## src/rtl/fth_pkg.sv

```systemverilog
package fth_pkg;
  localparam int OPC_W = 16;

  localparam logic [OPC_W-1:0] OPC_PUSH  = 16'h9613;
  localparam logic [OPC_W-1:0] OPC_INCIP = 16'h7003;
  localparam logic [OPC_W-1:0] OPC_LDA   = 16'h2043;
  localparam logic [OPC_W-1:0] OPC_JMPA  = 16'h2004;

  typedef enum logic [2:0] {
    ST_FETCH = 3'd0,
    ST_DEC   = 3'd1,
    ST_MRD   = 3'd2,
    ST_EXEC  = 3'd3,
    ST_HALT  = 3'd4
  } fth_state_e;

  typedef enum logic [2:0] {
    OP_PUSH  = 3'd0,
    OP_INCIP = 3'd1,
    OP_LDA   = 3'd2,
    OP_JMPA  = 3'd3,
    OP_BAD   = 3'd4
  } fth_op_e;
endpackage

```

## src/rtl/fth_decode.sv

```systemverilog
module fth_decode
  import fth_pkg::*;
#(
  parameter int DW = 16
) (
  input  logic [DW-1:0] instr_i,
  output fth_op_e       op_o,
  output logic          mem_op_o
);
  logic upper_zero;

  generate
    if (DW > OPC_W) begin : g_wide
      assign upper_zero = ~|instr_i[DW-1:OPC_W];
    end else begin : g_exact
      assign upper_zero = 1'b1;
    end
  endgenerate

  always_comb begin
    op_o = OP_BAD;
    if (upper_zero) begin
      case (instr_i[OPC_W-1:0])
        OPC_PUSH:  op_o = OP_PUSH;
        OPC_INCIP: op_o = OP_INCIP;
        OPC_LDA:   op_o = OP_LDA;
        OPC_JMPA:  op_o = OP_JMPA;
        default:   op_o = OP_BAD;
      endcase
    end
    mem_op_o = (op_o == OP_PUSH) || (op_o == OP_LDA);
  end
endmodule

```

## src/rtl/fth_seq.sv

```systemverilog
module fth_seq
  import fth_pkg::*;
(
  input  logic       clk,
  input  logic       rst,
  input  fth_op_e    dec_op_i,
  input  logic       dec_mem_i,
  output fth_state_e state_o,
  output fth_op_e    op_o,
  output logic       illegal_o
);
  fth_state_e state_q;
  fth_op_e    op_q;
  logic       illegal_q;

  always_ff @(posedge clk) begin
    if (rst) begin
      state_q   <= ST_FETCH;
      op_q      <= OP_BAD;
      illegal_q <= 1'b0;
    end else begin
      case (state_q)
        ST_FETCH: state_q <= ST_DEC;
        ST_DEC: begin
          if (dec_op_i == OP_BAD) begin
            illegal_q <= 1'b1;
            state_q   <= ST_HALT;
          end else begin
            op_q    <= dec_op_i;
            state_q <= dec_mem_i ? ST_MRD : ST_EXEC;
          end
        end
        ST_MRD:  state_q <= ST_EXEC;
        ST_EXEC: state_q <= ST_FETCH;
        default: state_q <= ST_HALT;
      endcase
    end
  end

  assign state_o   = state_q;
  assign op_o      = op_q;
  assign illegal_o = illegal_q;


  halt_sticky_chk: assert property (@(posedge clk) disable iff (rst)
    illegal_q |=> illegal_q && (state_q == ST_HALT));
endmodule

```

## src/rtl/fth_regs.sv

```systemverilog
module fth_regs
  import fth_pkg::*;
#(
  parameter int AW     = 16,
  parameter int DW     = 16,
  parameter int RST_PC = 'h08,
  parameter int RST_IP = 'h33,
  parameter int RST_A  = 'h32,
  parameter int RST_SP = 'h39
) (
  input  logic          clk,
  input  logic          rst,
  input  fth_state_e    state_i,
  input  fth_op_e       op_i,
  input  logic [DW-1:0] mem_rdata_i,
  output logic [AW-1:0] mem_addr_o,
  output logic          mem_we_o,
  output logic [DW-1:0] mem_wdata_o,
  output logic [AW-1:0] pc_o,
  output logic [AW-1:0] ip_o,
  output logic [AW-1:0] a_o,
  output logic [AW-1:0] sp_o,
  output logic          retire_o
);
  localparam logic [AW-1:0] ONE = {{(AW-1){1'b0}}, 1'b1};
  localparam logic [AW-1:0] PC0 = AW'(RST_PC);
  localparam logic [AW-1:0] IP0 = AW'(RST_IP);
  localparam logic [AW-1:0] A0  = AW'(RST_A);
  localparam logic [AW-1:0] SP0 = AW'(RST_SP);

  logic [AW-1:0] pc_q, ip_q, a_q, sp_q;
  logic          retire_q;
  logic          exec;

  assign exec = (state_i == ST_EXEC);

  always_ff @(posedge clk) begin
    if (rst) begin
      pc_q     <= PC0;
      ip_q     <= IP0;
      a_q      <= A0;
      sp_q     <= SP0;
      retire_q <= 1'b0;
    end else begin
      retire_q <= exec;
      if (exec) begin
        case (op_i)
          OP_PUSH: begin
            sp_q <= sp_q + ONE;
            pc_q <= pc_q + ONE;
          end
          OP_INCIP: begin
            ip_q <= ip_q + ONE;
            pc_q <= pc_q + ONE;
          end
          OP_LDA: begin
            a_q  <= mem_rdata_i[AW-1:0];
            pc_q <= pc_q + ONE;
          end
          OP_JMPA: pc_q <= a_q + ONE;
          default: ;
        endcase
      end
    end
  end

  always_comb begin
    case (state_i)
      ST_MRD:  mem_addr_o = ip_q;
      ST_EXEC: mem_addr_o = sp_q;
      default: mem_addr_o = pc_q;
    endcase
    mem_we_o    = exec && (op_i == OP_PUSH);
    mem_wdata_o = mem_rdata_i;
  end

  assign pc_o     = pc_q;
  assign ip_o     = ip_q;
  assign a_o      = a_q;
  assign sp_o     = sp_q;
  assign retire_o = retire_q;


  push_adv_chk: assert property (@(posedge clk) disable iff (rst)
    mem_we_o |=> (sp_q == $past(sp_q) + ONE));


  still_chk: assert property (@(posedge clk) disable iff (rst)
    (!retire_q && !$past(rst)) |->
      ($stable(pc_q) && $stable(ip_q) && $stable(a_q) && $stable(sp_q)));


  jump_tgt_chk: assert property (@(posedge clk) disable iff (rst)
    (retire_q && (pc_q != $past(pc_q) + ONE)) |-> (pc_q == $past(a_q) + ONE));
endmodule

```

## src/rtl/fth_core.sv

```systemverilog
module fth_core
  import fth_pkg::*;
#(
  parameter int AW     = 16,
  parameter int DW     = 16,
  parameter int RST_PC = 'h08,
  parameter int RST_IP = 'h33,
  parameter int RST_A  = 'h32,
  parameter int RST_SP = 'h39
) (
  input  logic          clk,
  input  logic          rst,
  output logic [AW-1:0] mem_addr_o,
  output logic          mem_we_o,
  output logic [DW-1:0] mem_wdata_o,
  input  logic [DW-1:0] mem_rdata_i,
  output logic [AW-1:0] pc_o,
  output logic [AW-1:0] ip_o,
  output logic [AW-1:0] a_o,
  output logic [AW-1:0] sp_o,
  output logic          retire_o,
  output logic          illegal_o
);
  fth_op_e    dec_op;
  logic       dec_mem;
  fth_state_e state;
  fth_op_e    cur_op;

  fth_decode #(.DW(DW)) u_dec (
    .instr_i  (mem_rdata_i),
    .op_o     (dec_op),
    .mem_op_o (dec_mem)
  );

  fth_seq u_seq (
    .clk       (clk),
    .rst       (rst),
    .dec_op_i  (dec_op),
    .dec_mem_i (dec_mem),
    .state_o   (state),
    .op_o      (cur_op),
    .illegal_o (illegal_o)
  );

  fth_regs #(
    .AW(AW), .DW(DW),
    .RST_PC(RST_PC), .RST_IP(RST_IP), .RST_A(RST_A), .RST_SP(RST_SP)
  ) u_regs (
    .clk         (clk),
    .rst         (rst),
    .state_i     (state),
    .op_i        (cur_op),
    .mem_rdata_i (mem_rdata_i),
    .mem_addr_o  (mem_addr_o),
    .mem_we_o    (mem_we_o),
    .mem_wdata_o (mem_wdata_o),
    .pc_o        (pc_o),
    .ip_o        (ip_o),
    .a_o         (a_o),
    .sp_o        (sp_o),
    .retire_o    (retire_o)
  );


  halt_quiet_chk: assert property (@(posedge clk) disable iff (rst)
    illegal_o |=> (!retire_o && !mem_we_o && $stable(pc_o)));


  we_then_retire_chk: assert property (@(posedge clk) disable iff (rst)
    mem_we_o |=> retire_o);
endmodule

```

## config.mk

```make
export PLATFORM = sky130hd
export DESIGN_NAME = fth_core
export DESIGN_NICKNAME = d
export VERILOG_FILES = /design/src/rtl/fth_pkg.sv /design/src/rtl/fth_decode.sv /design/src/rtl/fth_seq.sv /design/src/rtl/fth_regs.sv /design/src/rtl/fth_core.sv
export SDC_FILE = /design/constraint.sdc
export NUM_CORES = 1
export LEC_CHECK = 0
export ABC_AREA = 1
export ABC_CLOCK_PERIOD_IN_PS = 3840
export CELL_PAD_IN_SITES_DETAIL_PLACEMENT = 0
export CELL_PAD_IN_SITES_GLOBAL_PLACEMENT = 1
export CORE_MARGIN = 1.5
export CORE_UTILIZATION = 36
export DETAILED_ROUTE_END_ITERATION = 8
export PLACE_DENSITY_LB_ADDON = 0.1
export SLEW_MARGIN = 10
export SYNTH_ARGS = -nofsm -noshare
export SYNTH_HDL_FRONTEND = slang
export SYNTH_SLANG_ARGS = --single-unit
```

## constraint.sdc

```tcl
create_clock -name clk -period 3.84 [get_ports clk]
set_input_delay 0.384 -clock clk [delete_from_list [all_inputs] [get_ports clk]]
set_output_delay 0.384 -clock clk [all_outputs]
set_load 0.1 [all_outputs]
```

==> summary.txt <==
outcome: completed
TritonCTS Sinks: 72
nets: 793
routability congestion estimate: 0.873
largest area contributor in the netlist: dfxtp_1
WP buf/inv: 3
Seq/Total Area, Yosys: 33.3%
vias: 4,678
Area Growth Syn to Fin: 33.1%
RSZ-0062 raised after global routing: false
DIE AREA: 12,700 um2
peak supply drop: 0.254 mV
synth top area cells: dfxtp_1 33%, nand2_1 17%, inv_1 8.0%
H-tree depth: 3
CP max stage delay: 0.47 ns
FF+latch count, synth: 72
WP data arrival: 2.36 ns
number of global-route vias before repair: 4,341
DRT met1 WL: 6710 um
largest net degree at the start of global routing: 33
Die X: 113 um
Initial DRC Count: 257
final worst-path cycle share: 71.4%
post-route ant nets: 0
CTS root buf: clkbuf_16
Clock Tree Buf Depth: 2
Post-CTS Setup Bufs: 0
Main synth FF type: dfxtp_1
routed wire length: 13,900 um
DP Wirelength: 10,700 um
Hold Vio Cnt, Final: 0
WL met3: 648 um
I/O pin count: 117
leak pwr: 2.34 nW
worst clock skew: 0.00788 ns
post-route cell area: 5760 um2
CTS resizes: 0
Fin Setup TNS: 0 ns
Syn Area/Cell: 6.39 um2
Die H: 113 um
headroom to the max-slew limit: 33.6%
crit path kind: reg -> out
Final Max Slew Viols: 0
utilization after layout: 49.8%
CTS buffer count: 9
Worst path top cell family by delay: buffers and inverters
Hold WC Path Type: reg -> reg
ys async rst share: 0%
Starting Density: 37.4%
EDFF count, synth: 0
# placed instances: 904
sw frac: 24.9%
post-synth net total: 698
total track usage: 22.5%
worst path cell trace: inv_1 > nand2_2 > inv_2 > nand2_1 > o221ai_1 > buf_4
Slowest-stage cell, CP: nand2_1
Max Cap Viol: 0
drt pass-1 iters: 5
Unique masters post-synth: 37
Clk pin slew, worst setup/hold paths: 0.05 ns
Hold-fix buffers, CTS: 0
Vias/cell: 5.09
Syn Inst Count: 677
crit end category: primary output
part of the power in registers: 42.0%
Comb power frac: 8.7%
Core Area: 11,600 um2
Worst-Skew Late Latency: 0.34 ns
met2 routed WL: 6370 um
total grt overflow: 0
initial antenna violation count: 0
CP startpoint kind: flip-flop
Yosys Warn Count: 0
Port Buf Inserts: 116
Wirelength per Cell: 15.1 um
DRC viols: 0
PD cells: 311 nW/um2
Tightest Pin Transition: 0.993 ns
post-synth top area share: 33.3%
achievable clock frequency: 365 MHz
Clock power frac: 49.3%
final non-filler cell total: 919
layout cells sized above 1: 7.86%
Std-Cell Rows: 39
fin crit period: 2.74 ns
Psw: 0.000446 W
cell area after placement: 5450 um2
ant diodes: 0
final setup violation count: 0
Int Pwr: 0.00134 W
Top Metal Used: met4
Mapped Area: 4330 um2
WP data required: 3.46 ns
first-pass GRT wire length: 22,500 um
CTS tree: yes
Max FO, Critical Path: 17
## power by group through the flow
stage          logic (W)  registers (W)  clock network (W)
2_1_floorplan   0.000107       0.000778                  0
3_3_place_gp    0.000154       0.000769                  0
3_5_place_dp    0.000155       0.000769                  0
4_1_cts         0.000156       0.000752           0.000899
5_1_grt         0.000163       0.000753           0.000931
6_report        0.000155       0.000752           0.000883
## through the flow
step | power [W] | hold WS, ns | worst slack [ns]
after floorplan | 0.000884 | 0.489 | 0.601
after global placement | 0.000922 | 0.442 | 1.37
after detailed placement | 0.000924 | 0.448 | 1.36
after CTS | 0.00181 | 0.458 | 1.14
after global routing | 0.00185 | 0.483 | 1.00
final | 0.00179 | 0.457 | 1.10
## flip-flops by register name (all words and copies together) (netlist names)
name / count
u_regs.a_o: 16
u_regs.ip_o: 16
u_regs.pc_o: 16
u_regs.sp_o: 16
u_seq.op_o: 3
u_seq.state_o: 3
u_regs.retire_o: 1
u_seq.illegal_o: 1
## logic make-up (layout without fill, tap and decap cells)
kind of cell,count (synthesis),after routing,synth area share [%]
flip-flops,72,72,33.3
AND/OR/NAND/NOR,343,343,35.0
XOR/XNOR,11,11,2.23
AO/OA/AOI/OAI,115,115,15.3
adder cells (fa/ha/maj),3,3,0.867
buffers and inverters,133,232,13.4
## worst paths after layout
path | from | endpoint | slack, ns | cells after the start
max reg2reg | u_seq.op_o[0] | u_regs.pc_o[12] | 1.48 | 12
min | u_seq.illegal_o | u_seq.illegal_o | 0.46 | 2
max | u_seq.state_o[2] | mem_addr_o[14] | 1.10 | 6
min reg2reg | u_seq.illegal_o | u_seq.illegal_o | 0.46 | 2
## cell type report
cell class / count / area (um2)
fill: 1201 / 5800
multi-input combinational: 472 / 2320
sequential: 72 / 1440
timing repair buffer: 121 / 1160
inverter: 96 / 360
clock buffer: 13 / 270
tap: 143 / 179
clock inverter: 2 / 37.5
## cell usage in the layout (no fill, tap or decap), drive strengths merged, types with 20 or more instances in the layout
master	n
nand2	198
clkdlybuf4s50	99
inv	95
dfxtp	72
nor2	59
a21oi	51
nand3	42
o21ai	38
buf	22
nor3	20
## routing by layer
layer  GRT usage (%)  up-vias
met4            6.16        0
met5               0        -
met3            4.43       13
li1                -     2379
met2            36.3      104
met1            30.6     2182
## cells in the mapped netlist, drive strengths merged (2+ instances only)
| library cell | number |
|---|---|
| dfxtp | 72 |
| o21ai | 38 |
| o211ai | 5 |
| ha | 3 |
| xor2 | 9 |
| o31ai | 2 |
| o221ai | 15 |
| nand2 | 198 |
| nand4 | 14 |
| buf | 23 |
| or2 | 2 |
| inv | 95 |
| nand3 | 42 |
| and3 | 2 |
| clkbuf | 14 |
| nor2 | 59 |
| nor3 | 20 |
| a21oi | 51 |
| nor4 | 4 |
| xnor2 | 2 |
## tightest hold or removal path, delay by kind of cell, from the launching register on
kind                   cells  cell delay (ns)
DFF                        1             0.31
buffers and inverters      1             0.05
AOI/OAI and AO/OA          1             0.05
Note: power is estimated with default switching activity, not from simulation.
